===== config.mk =====
export PLATFORM = sky130hd
export DESIGN_NAME = lsu_unit
export DESIGN_NICKNAME = d
export VERILOG_FILES = /design/src/rtl/lsu_pkg.sv /design/src/rtl/lsu_agen.sv /design/src/rtl/lsu_lanes.sv /design/src/rtl/lsu_merge.sv /design/src/rtl/lsu_unit.sv
export SDC_FILE = /design/constraint.sdc
export NUM_CORES = 1
export LEC_CHECK = 0
export BUFFER_PORTS_ARGS = -buffer_cell sky130_fd_sc_hd__buf_4
export CORE_AREA = 2 2 101 103
export CTS_BUF_LIST = sky130_fd_sc_hd__clkbuf_4
export DETAILED_ROUTE_END_ITERATION = 8
export DIE_AREA = 0 0 103 105
export GPL_TIMING_DRIVEN = 0
export PLACE_DENSITY = 0.77
export SYNTH_ARGS = -nofsm -noshare
export SYNTH_HDL_FRONTEND = slang
export SYNTH_SLANG_ARGS = --single-unit

===== constraint.sdc =====
create_clock -name clk -period 2.4 [get_ports clk]
set_clock_uncertainty 0.05 [all_clocks]
set_input_delay 0.24 -clock clk [delete_from_list [all_inputs] [get_ports clk]]
set_output_delay 0.24 -clock clk [all_outputs]
set_load 0.01 [all_outputs]

===== src/rtl/lsu_pkg.sv =====
package lsu_pkg;
  typedef enum logic [1:0] {
    LSU_LDW = 2'd0,
    LSU_LDB = 2'd1,
    LSU_STW = 2'd2,
    LSU_STB = 2'd3
  } lsu_op_e;

  function automatic logic op_is_byte(input logic [1:0] op);
    return op[0];
  endfunction

  function automatic logic op_is_store(input logic [1:0] op);
    return op[1];
  endfunction
endpackage


===== src/rtl/lsu_agen.sv =====
module lsu_agen #(
  parameter int DATA_W = 32,
  parameter int OFS_W  = 16,
  parameter int LANE_BITS = 2
) (
  input  logic [DATA_W-1:0]           base,
  input  logic [OFS_W-1:0]            offset,
  input  logic                        word_op,
  output logic [DATA_W-LANE_BITS-1:0] word_idx,
  output logic [LANE_BITS-1:0]        lane,
  output logic                        misalign
);
  localparam int EXT_W = DATA_W - OFS_W;

  logic [DATA_W-1:0] ofs_ext;
  logic [DATA_W-1:0] byte_addr;

  assign ofs_ext   = {{EXT_W{offset[OFS_W-1]}}, offset};
  assign byte_addr = base + ofs_ext;
  assign word_idx  = byte_addr[DATA_W-1:LANE_BITS];
  assign lane      = byte_addr[LANE_BITS-1:0];
  assign misalign  = word_op && (lane != '0);
endmodule


===== src/rtl/lsu_lanes.sv =====
module lsu_lanes #(
  parameter int DATA_W = 32,
  parameter int LANE_BITS = 2
) (
  input  logic                   byte_op,
  input  logic [LANE_BITS-1:0]   lane,
  input  logic [DATA_W-1:0]      sdata,
  output logic [DATA_W/8-1:0]    be,
  output logic [DATA_W-1:0]      wdata
);
  localparam int LANES = DATA_W / 8;

  for (genvar g = 0; g < LANES; g++) begin : g_lane
    assign be[g] = byte_op ? (lane == LANE_BITS'(g)) : 1'b1;
    assign wdata[g*8 +: 8] = byte_op ? sdata[7:0] : sdata[g*8 +: 8];
  end
endmodule


===== src/rtl/lsu_merge.sv =====
module lsu_merge #(
  parameter int DATA_W = 32,
  parameter int LANE_BITS = 2
) (
  input  logic                 byte_op,
  input  logic [LANE_BITS-1:0] lane,
  input  logic [DATA_W-9:0]    keep_hi,
  input  logic [DATA_W-1:0]    rdata,
  output logic [DATA_W-1:0]    result
);
  logic [7:0] picked;

  assign picked = rdata[{lane, 3'b000} +: 8];
  assign result = byte_op ? {keep_hi, picked} : rdata;
endmodule


===== src/rtl/lsu_unit.sv =====
module lsu_unit #(
  parameter int DATA_W = 32,
  parameter int OFS_W  = 16,
  parameter int RIDX_W = 5
) (
  input  logic                        clk,
  input  logic                        rst,
  input  logic                        req_valid,
  input  logic [1:0]                  req_op,
  input  logic [DATA_W-1:0]           req_base,
  input  logic [OFS_W-1:0]            req_offset,
  input  logic [DATA_W-1:0]           req_sdata,
  input  logic [DATA_W-1:0]           req_dest_old,
  input  logic [RIDX_W-1:0]           req_rd,
  output logic                        mem_en,
  output logic                        mem_we,
  output logic [DATA_W/8-1:0]         mem_be,
  output logic [DATA_W-$clog2(DATA_W/8)-1:0] mem_addr,
  output logic [DATA_W-1:0]           mem_wdata,
  input  logic [DATA_W-1:0]           mem_rdata,
  output logic                        wb_en,
  output logic [RIDX_W-1:0]           wb_rd,
  output logic [DATA_W-1:0]           wb_data,
  output logic                        misaligned
);
  import lsu_pkg::*;

  localparam int LANES     = DATA_W / 8;
  localparam int LANE_BITS = $clog2(LANES);

  logic                 byte_op;
  logic                 store_op;
  logic [LANE_BITS-1:0] lane;
  logic                 misal;
  logic                 fire;

  assign byte_op  = op_is_byte(req_op);
  assign store_op = op_is_store(req_op);

  lsu_agen #(.DATA_W(DATA_W), .OFS_W(OFS_W), .LANE_BITS(LANE_BITS)) u_agen (
    .base     (req_base),
    .offset   (req_offset),
    .word_op  (!byte_op),
    .word_idx (mem_addr),
    .lane     (lane),
    .misalign (misal)
  );

  lsu_lanes #(.DATA_W(DATA_W), .LANE_BITS(LANE_BITS)) u_lanes (
    .byte_op (byte_op),
    .lane    (lane),
    .sdata   (req_sdata),
    .be      (mem_be),
    .wdata   (mem_wdata)
  );

  assign fire   = req_valid && !misal;
  assign mem_en = fire;
  assign mem_we = store_op;

  // Load context held for the cycle in which read data returns
  logic                 ld_q;
  logic                 byte_q;
  logic [LANE_BITS-1:0] lane_q;
  logic [DATA_W-9:0]    hi_q;
  logic [RIDX_W-1:0]    rd_q;
  logic                 mis_q;

  always_ff @(posedge clk) begin
    if (rst) begin
      ld_q   <= 1'b0;
      byte_q <= 1'b0;
      lane_q <= '0;
      hi_q   <= '0;
      rd_q   <= '0;
      mis_q  <= 1'b0;
    end else begin
      ld_q   <= fire && !store_op;
      byte_q <= byte_op;
      lane_q <= lane;
      hi_q   <= req_dest_old[DATA_W-1:8];
      rd_q   <= req_rd;
      mis_q  <= req_valid && misal;
    end
  end

  lsu_merge #(.DATA_W(DATA_W), .LANE_BITS(LANE_BITS)) u_merge (
    .byte_op (byte_q),
    .lane    (lane_q),
    .keep_hi (hi_q),
    .rdata   (mem_rdata),
    .result  (wb_data)
  );

  assign wb_en      = ld_q;
  assign wb_rd      = rd_q;
  assign misaligned = mis_q;

  AST_BYTE_SINGLE_LANE: assert property (@(posedge clk) disable iff (rst)
    (mem_en && req_op[0]) |-> ($countones(mem_be) == 1));
  AST_WORD_ALL_LANES: assert property (@(posedge clk) disable iff (rst)
    (mem_en && !req_op[0]) |-> (&mem_be));
  AST_STORE_NO_WB: assert property (@(posedge clk) disable iff (rst)
    (mem_en && mem_we) |=> !wb_en);
  AST_MISALIGN_NO_ACCESS: assert property (@(posedge clk) disable iff (rst)
    misaligned |-> (!wb_en && $past(req_valid && !mem_en)));
  AST_WB_FOLLOWS_READ: assert property (@(posedge clk) disable iff (rst)
    wb_en |-> $past(mem_en && !mem_we));
  AST_IDLE_NO_ACCESS: assert property (@(posedge clk) disable iff (rst)
    !req_valid |-> !mem_en);
endmodule


==> metrics.yaml <==
status: "complete, but fails checks"
violations: "setup timing"
drtIter0Drc: 134
crit_chain: "buf_16, ha_4, a21o_1, nor3_2, o21ai_1, a311o_1, buf_4, o31ai_4, mux2i_1, a2111oi_2, buf_4"
end_kind: "output pin"
hold_class: "primary input to flop"
crit_path_frequent_cell: "buf_4"
clkSinkCount: 34
drtPass1Iterations: 4
max_freq_mhz: 377
cts.htree.levels: 2
syn-instance-count: 481
cp-start-kind: "primary input"
grt_max_degree: 11
hold_viol_final: 0
via_count: 4713
start_util_pct: 37.2
rsz0062_at_grt: "yes"
io_pins: 261
postRouteAntennaNets: 0
required_ns: 2.11
slew_headroom_pct: 61.8
ctsLongestPathBuffers: 2
grt_usage_pct: 25.4
ys_seq_area_share_pct: 19.0
synth_nets: 667
area_delta_synth_final_pct: 83.8
period_minus_slack_ns: 2.65
fill_cells: 780
critPathSlowestCell: "a311o_1"
crit_path_max_incr_delay_ns: 0.32
dp_cells: 865
synth_edf_count: 0
post-place-ws_ns: -0.596
utilization_pct: 68.4
setup_viol: 14
worst_slew_pin_slew_ns: 0.573
drc: 0
antenna_found_initial: 1
maxCapViolCount: 0
finalNonFillerCells: 901
yosysWarnings: 0
wl_mm: 15.2
cts_tree: "done"
final_nets: 952
async_reset_ff_share_pct: 0
ys_types: 51
hpwl_mm: 11.2
synth_ff_type: "dfxtp_1"
min_period_over_period_pct: 110
drive_gt1_share_pct: 52.7
slew_viol_final: 0
critPathKind: "primary input to output pin"
die_x_um: 103
numCtsBuffers: 5
dieArea_um2: 10800
leakage_uw: 0.00310
die_y_um: 105
grt_pass1_wl_mm: 22.2
grt_pass1_vias: 4635
clkSlewWorstSetupHoldPaths_ns: 0.09
syn_area_per_cell_um2: 7.46
routedWlPerCell_um: 16.9
tns_ns: -2.16
synthesis.area_um2: 3590
io_buffer_count: 251
routed_via_density: 5.23
vdd_drop_max_mv: 0.219
final.setup.worst_slack_ns: -0.250
power_density_nw_per_um2: 407
rows: 36
coreArea_um2: 9640
ys_seq_elements: 34
overflow: 0
cts_root_buffer: "clkbuf_4"
cp_max_fo: 7
arrival_ns: 2.36
gp_congestion: 0.941
[Yosys cell counts, types with 14 or more instances]
cell type	n	share of area, %
a21oi_1	39	5.4
clkbuf_1	23	2.4
dfxtp_1	34	19
ha_1	31	11
inv_1	35	3.7
mux2_2	24	7.5
nand2_1	45	4.7
nor2_1	22	2.3
nor2b_1	34	5.9
o21ai_0	54	7.5
xnor2_1	16	3.9
xor2_1	14	3.4
[cell usage in the layout (no fill, tap or decap), types with 6 or more instances in the layout]
| cell type | n |
|---|---|
| a21o_1 | 8 |
| a21oi_1 | 26 |
| a21oi_2 | 10 |
| buf_4 | 289 |
| buf_6 | 7 |
| clkbuf_1 | 12 |
| clkbuf_4 | 7 |
| dfxtp_1 | 34 |
| ha_1 | 10 |
| ha_4 | 18 |
| inv_1 | 34 |
| mux2_2 | 24 |
| mux2i_1 | 9 |
| nand2_1 | 42 |
| nand3_1 | 9 |
| nor2_1 | 21 |
| nor2b_1 | 33 |
| o211ai_1 | 8 |
| o21a_1 | 6 |
| o21ai_0 | 47 |
| o21ai_1 | 6 |
| xnor2_1 | 13 |
| xor2_1 | 12 |
[critical path: cells and delay by family]
kind                     cells  cell delay [ns]
AO/OA/AOI/OAI                5             1.10
buffers and inverters        3             0.47
adder cells (fa/ha/maj)      1             0.23
AND/OR/NAND/NOR              1             0.20
multiplexers                 1             0.12
[power by group]
| part | leakage (µW) | total [µW] | switching [µW] | internal (µW) |
|---|---|---|---|---|
| clock network | 0.0000463 | 425 | 181 | 244 |
| logic | 0.00277 | 1650 | 778 | 870 |
| registers | 0.000283 | 610 | 15.0 | 595 |
[final timing paths]
check	startpoint	end	slack, ns	cells after the start
worst min-delay path	req_op[1]	wb_en$_SDFF_PP0_	0.04	2
worst max-delay path	req_offset[15]	mem_addr[27]	-0.25	11
[flip-flops by register name, indices dropped and copies added, names as in the netlist]
signal and cells:
byte_q 1, hi_q 24, lane_q 2, misaligned 1, wb_en 1, wb_rd 5
[metrics by stage]
step | hold WS [ns] | total power [µW] | instance area (µm²)
floorplan | 0.262 | 1320 | 3610
global placement | 0.370 | 1960 | 5660
detailed placement | 0.376 | 1980 | 5660
CTS | 0.0193 | 2580 | 6320
global route | 0.0193 | 2830 | 6590
finish | 0.0393 | 2680 | 6590
[timing repair]
action,4_1_cts,5_1_grt
endpoints found under the setup margin,18,33
cloned,1,0
gates resized for setup,75,43
pin swaps,42,34
hold buffers,0,0
buffers inserted,29,11
[kinds of logic (layout without fill, tap and decap cells)]
kind of cell               count (synthesis)  count (layout)  share of synthesized area [%]
AOI/OAI and AO/OA                        148             148                           25.1
xor gates and xnor gates                  30              30                           7.32
adders and majority gates                 32              32                           11.4
buffers and inverters                     70             356                           8.51
DFF                                       34              34                           19.0
muxes                                     33              33                           10.0
other                                      0               1                              0
and+or+nand+nor                          134             134                           18.7
[metal layers]
metal | wire length [µm] | GRT usage [%] | share of wire [%]
met1 | 5630 | 28.4 | 37
met2 | 7920 | 47.4 | 52
met3 | 1210 | 4.68 | 8.0
met4 | 433 | 7.71 | 2.9
met5 | 0 | 0 | 0
[layout make-up]
class	count	area [µm²]	share of cell area, %
clock inverter	1	30.0	0.455
timing repair buffer	290	2250	34.1
antenna	1	2.50	0.0380
sequential	34	681	10.3
inverter	35	131	1.99
clock buffer	7	52.6	0.797
buffer	23	121	1.84
tap	133	166	2.52
multi-input combinational	377	3160	47.9
No activity file was read; power rests on OpenSTA's default activity.
